==> config.mk <==
export PLATFORM = sky130hd
export DESIGN_NAME = burst_seq
export DESIGN_NICKNAME = d
export VERILOG_FILES = /design/src/rtl/burst_seq.sv
export SDC_FILE = /design/constraint.sdc
export NUM_CORES = 1
export LEC_CHECK = 0
export ABC_AREA = 1
export CORE_MARGIN = 2
export CORE_UTILIZATION = 65
export CTS_BUF_LIST = sky130_fd_sc_hd__clkbuf_4
export DETAILED_ROUTE_END_ITERATION = 12
export DONT_BUFFER_PORTS = 1
export PLACE_DENSITY_LB_ADDON = 0.3
export SYNTH_ARGS = -nofsm -noshare
export SYNTH_HDL_FRONTEND = slang
export SYNTH_SLANG_ARGS = --single-unit
==> constraint.sdc <==
create_clock -name clk -period 2.7 [get_ports clk]
set_input_delay 0.405 -clock clk [delete_from_list [all_inputs] [get_ports clk]]
set_output_delay 0.405 -clock clk [all_outputs]
set_load 0.01 [all_outputs]
==> src/rtl/burst_seq.sv <==
module burst_seq #(
  parameter int ADDR_W = 32
) (
  input  logic              clk,
  input  logic              rst_n,
  input  logic              req,
  input  logic [ADDR_W-1:0] req_addr,
  input  logic              req_eight,
  input  logic              req_write,
  input  logic [1:0]        port_size,
  input  logic [31:0]       wr_word,
  output logic [2:0]        wr_idx,
  output logic [ADDR_W-1:0] bus_addr,
  output logic              bus_ts,
  output logic              bus_burst,
  output logic              bus_bdip,
  output logic              bus_write,
  output logic [31:0]       bus_wdata,
  input  logic [31:0]       bus_rdata,
  input  logic              bus_ta,
  input  logic              bus_bi,
  output logic              bus_gnt_o,
  output logic              busy,
  output logic              word_valid,
  output logic [2:0]        word_idx,
  output logic [31:0]       word_data,
  output logic              done
);

  localparam int OW = 5;
  localparam int CW = OW + 1;

  typedef enum logic [2:0] {S_IDLE, S_BTS, S_BDATA, S_STS, S_SDATA} st_t;

  st_t               st;
  logic [ADDR_W-1:0] base_q;
  logic              eight_q, wr_q;
  logic [1:0]        sh_q;
  logic [OW-1:0]     bcnt, bfirst;
  logic [31:0]       acc, acc_nx, lane_mask;

  wire [1:0]    sh_in    = (port_size == 2'd3) ? 2'd0 : port_size;
  wire [CW-1:0] total    = (eight_q ? CW'(8) : CW'(4)) << sh_q;
  wire [OW-1:0] last     = OW'(total - CW'(1));
  wire [OW-1:0] blk_mask = OW'((CW'(4) << sh_q) - CW'(1));
  wire          blk_end  = (bcnt & blk_mask) == blk_mask;
  wire          in_burst = (st == S_BTS) || (st == S_BDATA);
  wire          in_data  = (st == S_BDATA) || (st == S_SDATA);
  wire          ta_ok    = in_data && bus_ta;
  wire          is_last  = bcnt == last;
  wire [1:0]    step     = 2'd2 - sh_q;
  wire [OW-1:0] cur_byte = bcnt << step;
  wire [OW-1:0] adr_byte = (in_burst ? bfirst : bcnt) << step;
  wire          sub_last = &(cur_byte[1:0] | (2'b11 >> sh_q));
  wire [OW-1:0] widx     = bcnt >> sh_q;

  always_comb begin
    case (sh_q)
      2'd1:    begin acc_nx = {acc[15:0], bus_rdata[31:16]}; lane_mask = 32'hFFFF_0000; end
      2'd2:    begin acc_nx = {acc[23:0], bus_rdata[31:24]}; lane_mask = 32'hFF00_0000; end
      default: begin acc_nx = bus_rdata;                     lane_mask = 32'hFFFF_FFFF; end
    endcase
  end

  assign bus_addr  = base_q | {{(ADDR_W-OW){1'b0}}, adr_byte};
  assign bus_ts    = (st == S_BTS) || (st == S_STS);
  assign bus_burst = in_burst;
  assign bus_bdip  = in_burst && !is_last;
  assign bus_write = wr_q;
  assign bus_wdata = (wr_word << {cur_byte[1:0], 3'b000}) & lane_mask;
  assign wr_idx    = widx[2:0];
  assign busy      = st != S_IDLE;
  assign bus_gnt_o = (st == S_IDLE) && !req;

  always_ff @(posedge clk) begin
    if (!rst_n) begin
      st         <= S_IDLE;
      base_q     <= '0;
      eight_q    <= 1'b0;
      wr_q       <= 1'b0;
      sh_q       <= 2'd0;
      bcnt       <= '0;
      bfirst     <= '0;
      acc        <= '0;
      word_valid <= 1'b0;
      word_idx   <= '0;
      word_data  <= '0;
      done       <= 1'b0;
    end else begin
      word_valid <= ta_ok && sub_last && !wr_q;
      done       <= ta_ok && is_last;
      if (ta_ok) begin
        acc       <= acc_nx;
        word_idx  <= widx[2:0];
        word_data <= acc_nx;
      end
      case (st)
        S_IDLE: if (req) begin
          base_q  <= req_addr & ~{{(ADDR_W-OW){1'b0}}, req_eight, 4'hF};
          eight_q <= req_eight;
          wr_q    <= req_write;
          sh_q    <= sh_in;
          bcnt    <= '0;
          bfirst  <= '0;
          st      <= S_BTS;
        end
        S_BTS: st <= S_BDATA;
        S_BDATA: if (bus_ta) begin
          bcnt <= bcnt + OW'(1);
          if (is_last)                     st <= S_IDLE;
          else if (bus_bi && bcnt == bfirst) st <= S_STS;
        end
        S_STS: st <= S_SDATA;
        S_SDATA: if (bus_ta) begin
          bcnt <= bcnt + OW'(1);
          if (is_last)      st <= S_IDLE;
          else if (blk_end) begin
            bfirst <= bcnt + OW'(1);
            st     <= S_BTS;
          end else          st <= S_STS;
        end
        default: st <= S_IDLE;
      endcase
    end
  end

endmodule

==> flow_metrics.env, run 1 <==
export IMPL_outcome="complete, no violations"
export IMPL_dp_hpwl_mm=9.98
export IMPL_tns_ns=0
export IMPL_htreeDepth=3
export IMPL_gr_usage_met3_pct=9.85
export IMPL_holdPathStages=2
export IMPL_timing_fmax_mhz=388
export IMPL_num_vias=5002
export IMPL_whs_endpoint="bfirst[0]"
export IMPL_netlist_instances=784
export IMPL_layout_drive_gt1_share_pct=10.1
export IMPL_nets=859
export IMPL_syn_num_nets=898
export IMPL_grtUsageMet1_pct=39.0
export IMPL_dominantRegCellSynth="dfxtp_1"
export IMPL_gp_congestion=0.922
export IMPL_final_max_slew_viol_count=0
export IMPL_worstSetupPathType="reg -> out"
export IMPL_synthAdderAreaFrac_pct=2.22
export IMPL_slew_headroom_pct=53.0
export IMPL_synthXorXnorAreaFrac_pct=0.517
export IMPL_grt_first_pass_wirelength_mm=21.7
export IMPL_final_cells=852
export IMPL_fin_crit_sh_pct=95.4
export IMPL_grt_overflow_total=0
export IMPL_fillers=721
export IMPL_vias_per_cell=5.87
export IMPL_yosys_area_top_type="dfxtp_1"
export IMPL_initial_core_util_pct=66.5
export IMPL_start_kind="register"
export IMPL_num_antenna_cells=0
export IMPL_grt_pass1_vias=4520
export IMPL_finalWirelength_mm=13.6
export IMPL_io_pin_count=215
export IMPL_die_area_um2=8540
export IMPL_p_leak_nw=2.16
export IMPL_cts_buffer_depth=2
export IMPL_holdCritPathClass="in -> reg"
export IMPL_required_ns=2.30
export IMPL_reg2reg_depth=6
export IMPL_synth_edff_count=0
export IMPL_grt_start_max_net_pins=49
export IMPL_synth_simple_area_share_pct=25.8
export IMPL_grt_setup_unrepaired="false"
export IMPL_yosysTopAreaCellShare_pct=32.3
export IMPL_min_from="rst_n"
export IMPL_fin_ws_ns=0.124
export IMPL_drc_errors=0
export IMPL_antenna_found_initial=0
export IMPL_wl_per_cell_um=16.0
export IMPL_peakVddDrop_mv=0.448
export IMPL_r2r_slack_ns=0.63
export IMPL_maxCapViolations=0
export IMPL_die_w_um=92.4
export IMPL_post_cts_buffers=0
export IMPL_rows=32
export IMPL_end_kind="primary output"
export IMPL_dp_cells=836
export IMPL_final_min_clock_period_ns=2.58
export IMPL_tightest_slew_ns=0.701
export IMPL_syn_to_final_growth_pct=1.65
export IMPL_drtPass1Iterations=5
export IMPL_grtUsageMet2_pct=50.2
export IMPL_cts_made_buffers=9
export IMPL_avgSynthCellArea_um2=6.48
export IMPL_yosys_top_cells_area="dfxtp_1, nand2_1, o21ai_0"
export IMPL_antenna_left=0
export IMPL_ys_types=37
export IMPL_rr_endpoint="acc[30]"
export IMPL_core_area_um2=7650
export IMPL_clockRootBuffer="clkbuf_4"
export IMPL_chipHeight_um=92.4
export IMPL_skew_ns=0.0174
export IMPL_synth_seq_cells=82
export IMPL_cts_tree="yes"
export IMPL_pre_cts_ws_ns=0.276
export IMPL_synth_area_um2=5080
export IMPL_p_per_area_nw_per_um2=1080
export IMPL_synth_seq_area_share_pct=32.3
export IMPL_clk_pin_slew_ns=0.15
export IMPL_cts_sinks=82
export IMPL_cp_max_fo=23
export IMPL_worst_ep_arrival_time_ns=2.17
export IMPL_r2r_start="sh_q[0]"
export IMPL_synth_top_family_by_area="simple AND/OR/NAND/NOR gates"
export IMPL_yosys_warnings=0
export IMPL_clock_latency_ns=0.46
export IMPL_hold_violations=0
export IMPL_initialDrtViolationCount=502
export IMPL_ys_async_sr_fraction_pct=0
export IMPL_grt_use_total_pct=31.3
export IMPL_synthMuxAreaShare_pct=0
export IMPL_port_buffers=0
export IMPL_setup_viol=0
export IMPL_busiest_layer="met2"
export IMPL_synth_compound_area_share_pct=23.8
routing by layer:
metal / vias to the layer above / part of all wire (%)
met3: 25 / 11
met1: 2249 / 40
met4: 0 / 2.4
met2: 262 / 47
met5: - / 0
li1: 2466 / -
area by class of cell:
type	instances	area (um2)	share of cell area (%)
inverters	77	302	5.84
clock inverters	7	109	2.11
well taps	102	128	2.47
flip-flops and latches	82	1640	31.8
multi-input cells	548	2710	52.5
repair buffers	27	206	4.00
clock buffers	9	67.6	1.31
worst max-delay path by stage:
stage	start	to	slack (ns)
after global routing	sh_q[0]	bus_wdata[19]	0.02
after CTS	st[2]	bus_addr[3]	0.02
after global placement	sh_q[0]	bus_wdata[31]	0.32
final	sh_q[0]	bus_wdata[21]	0.12
after floorplan	sh_q[1]	bus_wdata[16]	0.34
after detailed placement	sh_q[0]	bus_wdata[31]	0.28
cell usage in the layout (no fill, tap or decap), drive strengths merged:
cell	netlist	layout
a21oi	54	54
dfxtp	82	82
nor2	58	58
bufinv	0	2
nand3	17	17
ha	9	9
inv	75	79
a21boi	1	1
xor2	3	3
o211ai	4	4
buf	55	27
nor3	5	5
a211oi	2	2
clkinv	2	3
a31oi	33	33
nand2	237	237
o221ai	1	1
a22oi	1	1
o21ai	95	95
and2	1	1
o22ai	22	22
clkbuf	22	9
a311oi	5	5
registers in the layout (all words and copies together) (netlist names):
| signal | flops |
|---|---|
| acc | 32 |
| bus_write | 1 |
| eight_q | 1 |
| base_q | 28 |
| word_valid | 1 |
| sh_q | 2 |
| done | 1 |
| bcnt | 5 |
| bfirst | 5 |
| word_idx | 3 |
| st | 3 |
worst max-delay path, stage by stage, from the launching register on:
cell	delay (ns)
dfxtp_2	0.38
inv_4	0.08
ha_4	0.35
nand2_8	0.13
buf_4	0.20
o21ai_0	0.16
a21oi_1	0.06
nor3_1	0.19
buf_4	0.17
power breakdown:
part | switching, W | internal, W | total, W
clock network | 0.000490 | 0.000396 | 0.000886
logic | 0.00193 | 0.000932 | 0.00286
registers | 0.000352 | 0.00149 | 0.00185
total | 0.00277 | 0.00282 | 0.00560
through the flow:
stage          util [%]  total power, W  cell area (um2)  hold slack (ns)
6_report           67.6         0.00560             5170           0.0586
5_1_grt            67.6         0.00604             5170           0.0350
4_1_cts            67.1         0.00552             5130           0.0448
3_5_place_dp       64.4         0.00461             4930            0.462
3_3_place_gp       64.4         0.00453             4930            0.458
2_1_floorplan         -         0.00410             5080            0.445
cells in the mapped netlist, types with 3 or more instances:
library cell  count
nand3_1          16
nor2_1           53
buf_4            29
nand2_1         231
inv_1            63
o211ai_1          3
dfxtp_1          82
xor2_1            3
clkbuf_1         21
a21oi_1          53
o22ai_1          22
o21ai_0          84
nor3_1            5
a31oi_1          33
inv_2            10
ha_1              9
buf_6             8
o21ai_1          11
nand2_4           4
a311oi_1          5
buf_1             3
buf_2            15
logic make-up after synthesis:
group                    count (synthesis)
AND/OR/NAND/NOR                        318
adder cells (fa/ha/maj)                  9
buffers and inverters                  154
XOR/XNOR                                 3
flip-flops                              82
AO/OA/AOI/OAI                          218
what timing repair did:
item / in CTS / in global routing
gates cloned: 0 / 0
setup endpoints to repair: 25 / 14
resized for setup: 6 / 11
hold buffers: 0 / 0
No activity file was read; power rests on OpenSTA's default activity.
==> inputs of run 2 (changes only) <==
--- a/config.mk
+++ b/config.mk
@@ -7,7 +7,7 @@
 export LEC_CHECK = 0
 export ABC_AREA = 1
 export CORE_MARGIN = 2
-export CORE_UTILIZATION = 65
+export CORE_UTILIZATION = 40
 export CTS_BUF_LIST = sky130_fd_sc_hd__clkbuf_4
 export DETAILED_ROUTE_END_ITERATION = 12
 export DONT_BUFFER_PORTS = 1
==> run 2 against run 1 <==
Against the previous run:
- sequential share of layout area decreased by 0.31 points
- sequential power about the same
- wire length increased by 8.9%
- global-route usage decreased by 10 points
- fmax increased by 1.6%
- core utilization decreased by 26 points
- power decreased by 0.81%
- flip-flop and latch count unchanged
- clock skew increased by 0.0033 ns
- critical endpoint is now bus_bdip
- highest routed layer unchanged
==> flow_metrics.env, run 2 (synthesis results as in run 1) <==
export IMPL_outcome="complete, no violations"
export IMPL_holdCritPathClass="in -> reg"
export IMPL_grt_first_pass_wirelength_mm=22.7
export IMPL_final_max_slew_viol_count=0
export IMPL_holdPathStages=2
export IMPL_io_pin_count=215
export IMPL_reg2reg_depth=5
export IMPL_whs_endpoint="bfirst[1]"
export IMPL_cts_made_buffers=9
export IMPL_antenna_left=0
export IMPL_grt_start_max_net_pins=49
export IMPL_pre_cts_ws_ns=0.336
export IMPL_chipHeight_um=117
export IMPL_final_cells=922
export IMPL_initialDrtViolationCount=330
export IMPL_largest_register="acc"
export IMPL_min_from="rst_n"
export IMPL_p_total_w=0.00555
export IMPL_clock_latency_ns=0.45
export IMPL_p_per_area_nw_per_um2=1060
export IMPL_swShare_pct=49.4
export IMPL_wl_met1_mm=5.78
export IMPL_hold_violations=0
export IMPL_peakVddDrop_mv=0.328
export IMPL_drtPass1Iterations=5
export IMPL_p_leak_nw=2.16
export IMPL_port_buffers=0
export IMPL_antenna_found_initial=0
export IMPL_grt_pass1_vias=4611
export IMPL_nets=859
export IMPL_dp_hpwl_mm=11.0
export IMPL_dp_cells=903
export IMPL_start_kind="register"
export IMPL_rows=41
export IMPL_power_frac_seq_pct=33.7
export IMPL_p_clk_share_pct=14.5
export IMPL_rr_endpoint="base_q[26]"
export IMPL_topRoutingLayerUsed="met4"
export IMPL_fillers=1370
export IMPL_htreeDepth=3
export IMPL_syn_to_final_growth_pct=2.73
export IMPL_cts_sinks=82
export IMPL_tns_ns=0
export IMPL_timing_fmax_mhz=394
export IMPL_power_internal_w=0.00281
export IMPL_fin_crit_sh_pct=93.9
export IMPL_switchingPower_w=0.00274
export IMPL_mostFrequentLayoutCell="nand2_1"
export IMPL_cp_max_fo=10
export IMPL_worstSetupPathType="reg -> out"
export IMPL_r2r_start="st[2]"
export IMPL_final_min_clock_period_ns=2.54
export IMPL_core_area_um2=12500
export IMPL_tightest_slew_ns=0.685
export IMPL_largest_reg_flops=32
export IMPL_grt_overflow_total=0
export IMPL_comb_power_share_pct=51.9
export IMPL_gp_congestion=0.914
export IMPL_num_antenna_cells=0
export IMPL_fin_ws_ns=0.164
export IMPL_dr_wl_met3_mm=1.35
export IMPL_grt_use_total_pct=21.2
export IMPL_clockRootBuffer="clkbuf_4"
export IMPL_worst_ep_arrival_time_ns=2.13
export IMPL_grt_setup_unrepaired="false"
export IMPL_cts_buffer_depth=2
export IMPL_die_area_um2=13600
export IMPL_wl_per_cell_um=16.1
export IMPL_die_w_um=117
export IMPL_vias_per_cell=5.45
export IMPL_route_met2_wl_mm=7.31
export IMPL_layout_drive_gt1_share_pct=9.60
export IMPL_clk_pin_slew_ns=0.14
export IMPL_most_common_layout_cells="nand2_1, o21ai_0, dfxtp_1"
export IMPL_skew_ns=0.0207
export IMPL_num_vias=5029
export IMPL_end_kind="primary output"
export IMPL_maxCapViolations=0
export IMPL_setup_viol=0
export IMPL_slew_headroom_pct=54.1
export IMPL_holdWs_ns=0.0706
export IMPL_finalWirelength_mm=14.8
export IMPL_required_ns=2.30
export IMPL_r2r_slack_ns=0.51
export IMPL_initial_core_util_pct=40.6
export IMPL_top_regs="acc x32, base_q x28"
export IMPL_cts_tree="yes"
export IMPL_drc_errors=0
[run 2: cell types whose count changed in the layout (fill, tap and decap cells not counted), sizes merged]
| cell | before | now |
|---|---|---|
| inv | 79 | 75 |
| clkinvlp | 0 | 1 |
| clkinv | 3 | 6 |
[run 2: stage by stage]
step                util (%)  area (um2)
finish                  41.7        5220
global route            41.7        5220
CTS                     41.3        5170
detailed placement      39.9        4990
global placement        39.9        4990
floorplan                  -        5080
[run 2: layout make-up]
cell class	count	area, um2	area share (%)
clock buffers	9	67.6	1.29
clock inverters	7	83.8	1.61
inverters	77	304	5.82
multi-input cells	548	2690	51.5
well taps	172	215	4.12
flip-flops and latches	82	1640	31.5
repair buffers	27	219	4.19
[run 2: worst max path at each step]
stage / start / end / depth (start not counted)
3_3_place_gp: sh_q[1] / bus_wdata[22] / 8
3_5_place_dp: sh_q[1] / bus_wdata[22] / 8
2_1_floorplan: sh_q[1] / bus_wdata[16] / 8
5_1_grt: st[2] / bus_addr[2] / 7
4_1_cts: sh_q[0] / bus_wdata[22] / 8
6_report: sh_q[0] / bus_bdip / 11
[run 2: per-layer routing]
layer,GRT usage [%],vias up
met5,0,-
met4,8.55,0
met3,8.61,34
met2,34.7,202
met1,24.8,2319
li1,-,2474
[run 2: what timing repair did]
| item | CTS | global route |
|---|---|---|
| pin swaps | 0 | 1 |
| buffers inserted | 0 | 3 |
| endpoints found under the setup margin | 16 | 12 |
| gates resized for setup | 6 | 10 |
| hold buffers | 0 | 0 |
[run 2: worst max-delay path, cell delays in order, from the launching register on]
cell and delay [ns]:
dfxtp_2 0.38, inv_4 0.08, ha_4 0.27, nand2_1 0.06, ha_1 0.30, inv_1 0.04, nand2_1 0.06, nand3_1 0.07
nor2_2 0.17, nand2_2 0.09, inv_2 0.10, nor2_2 0.06
[run 2: power groups by stage]
stage                     registers (W)  logic, W  clock network (W)
after floorplan                 0.00175   0.00235                  0
after global placement          0.00188   0.00271                  0
after detailed placement        0.00189   0.00277                  0
after CTS                       0.00187   0.00281           0.000826
after global routing            0.00191   0.00323           0.000870
final                           0.00187   0.00288           0.000804
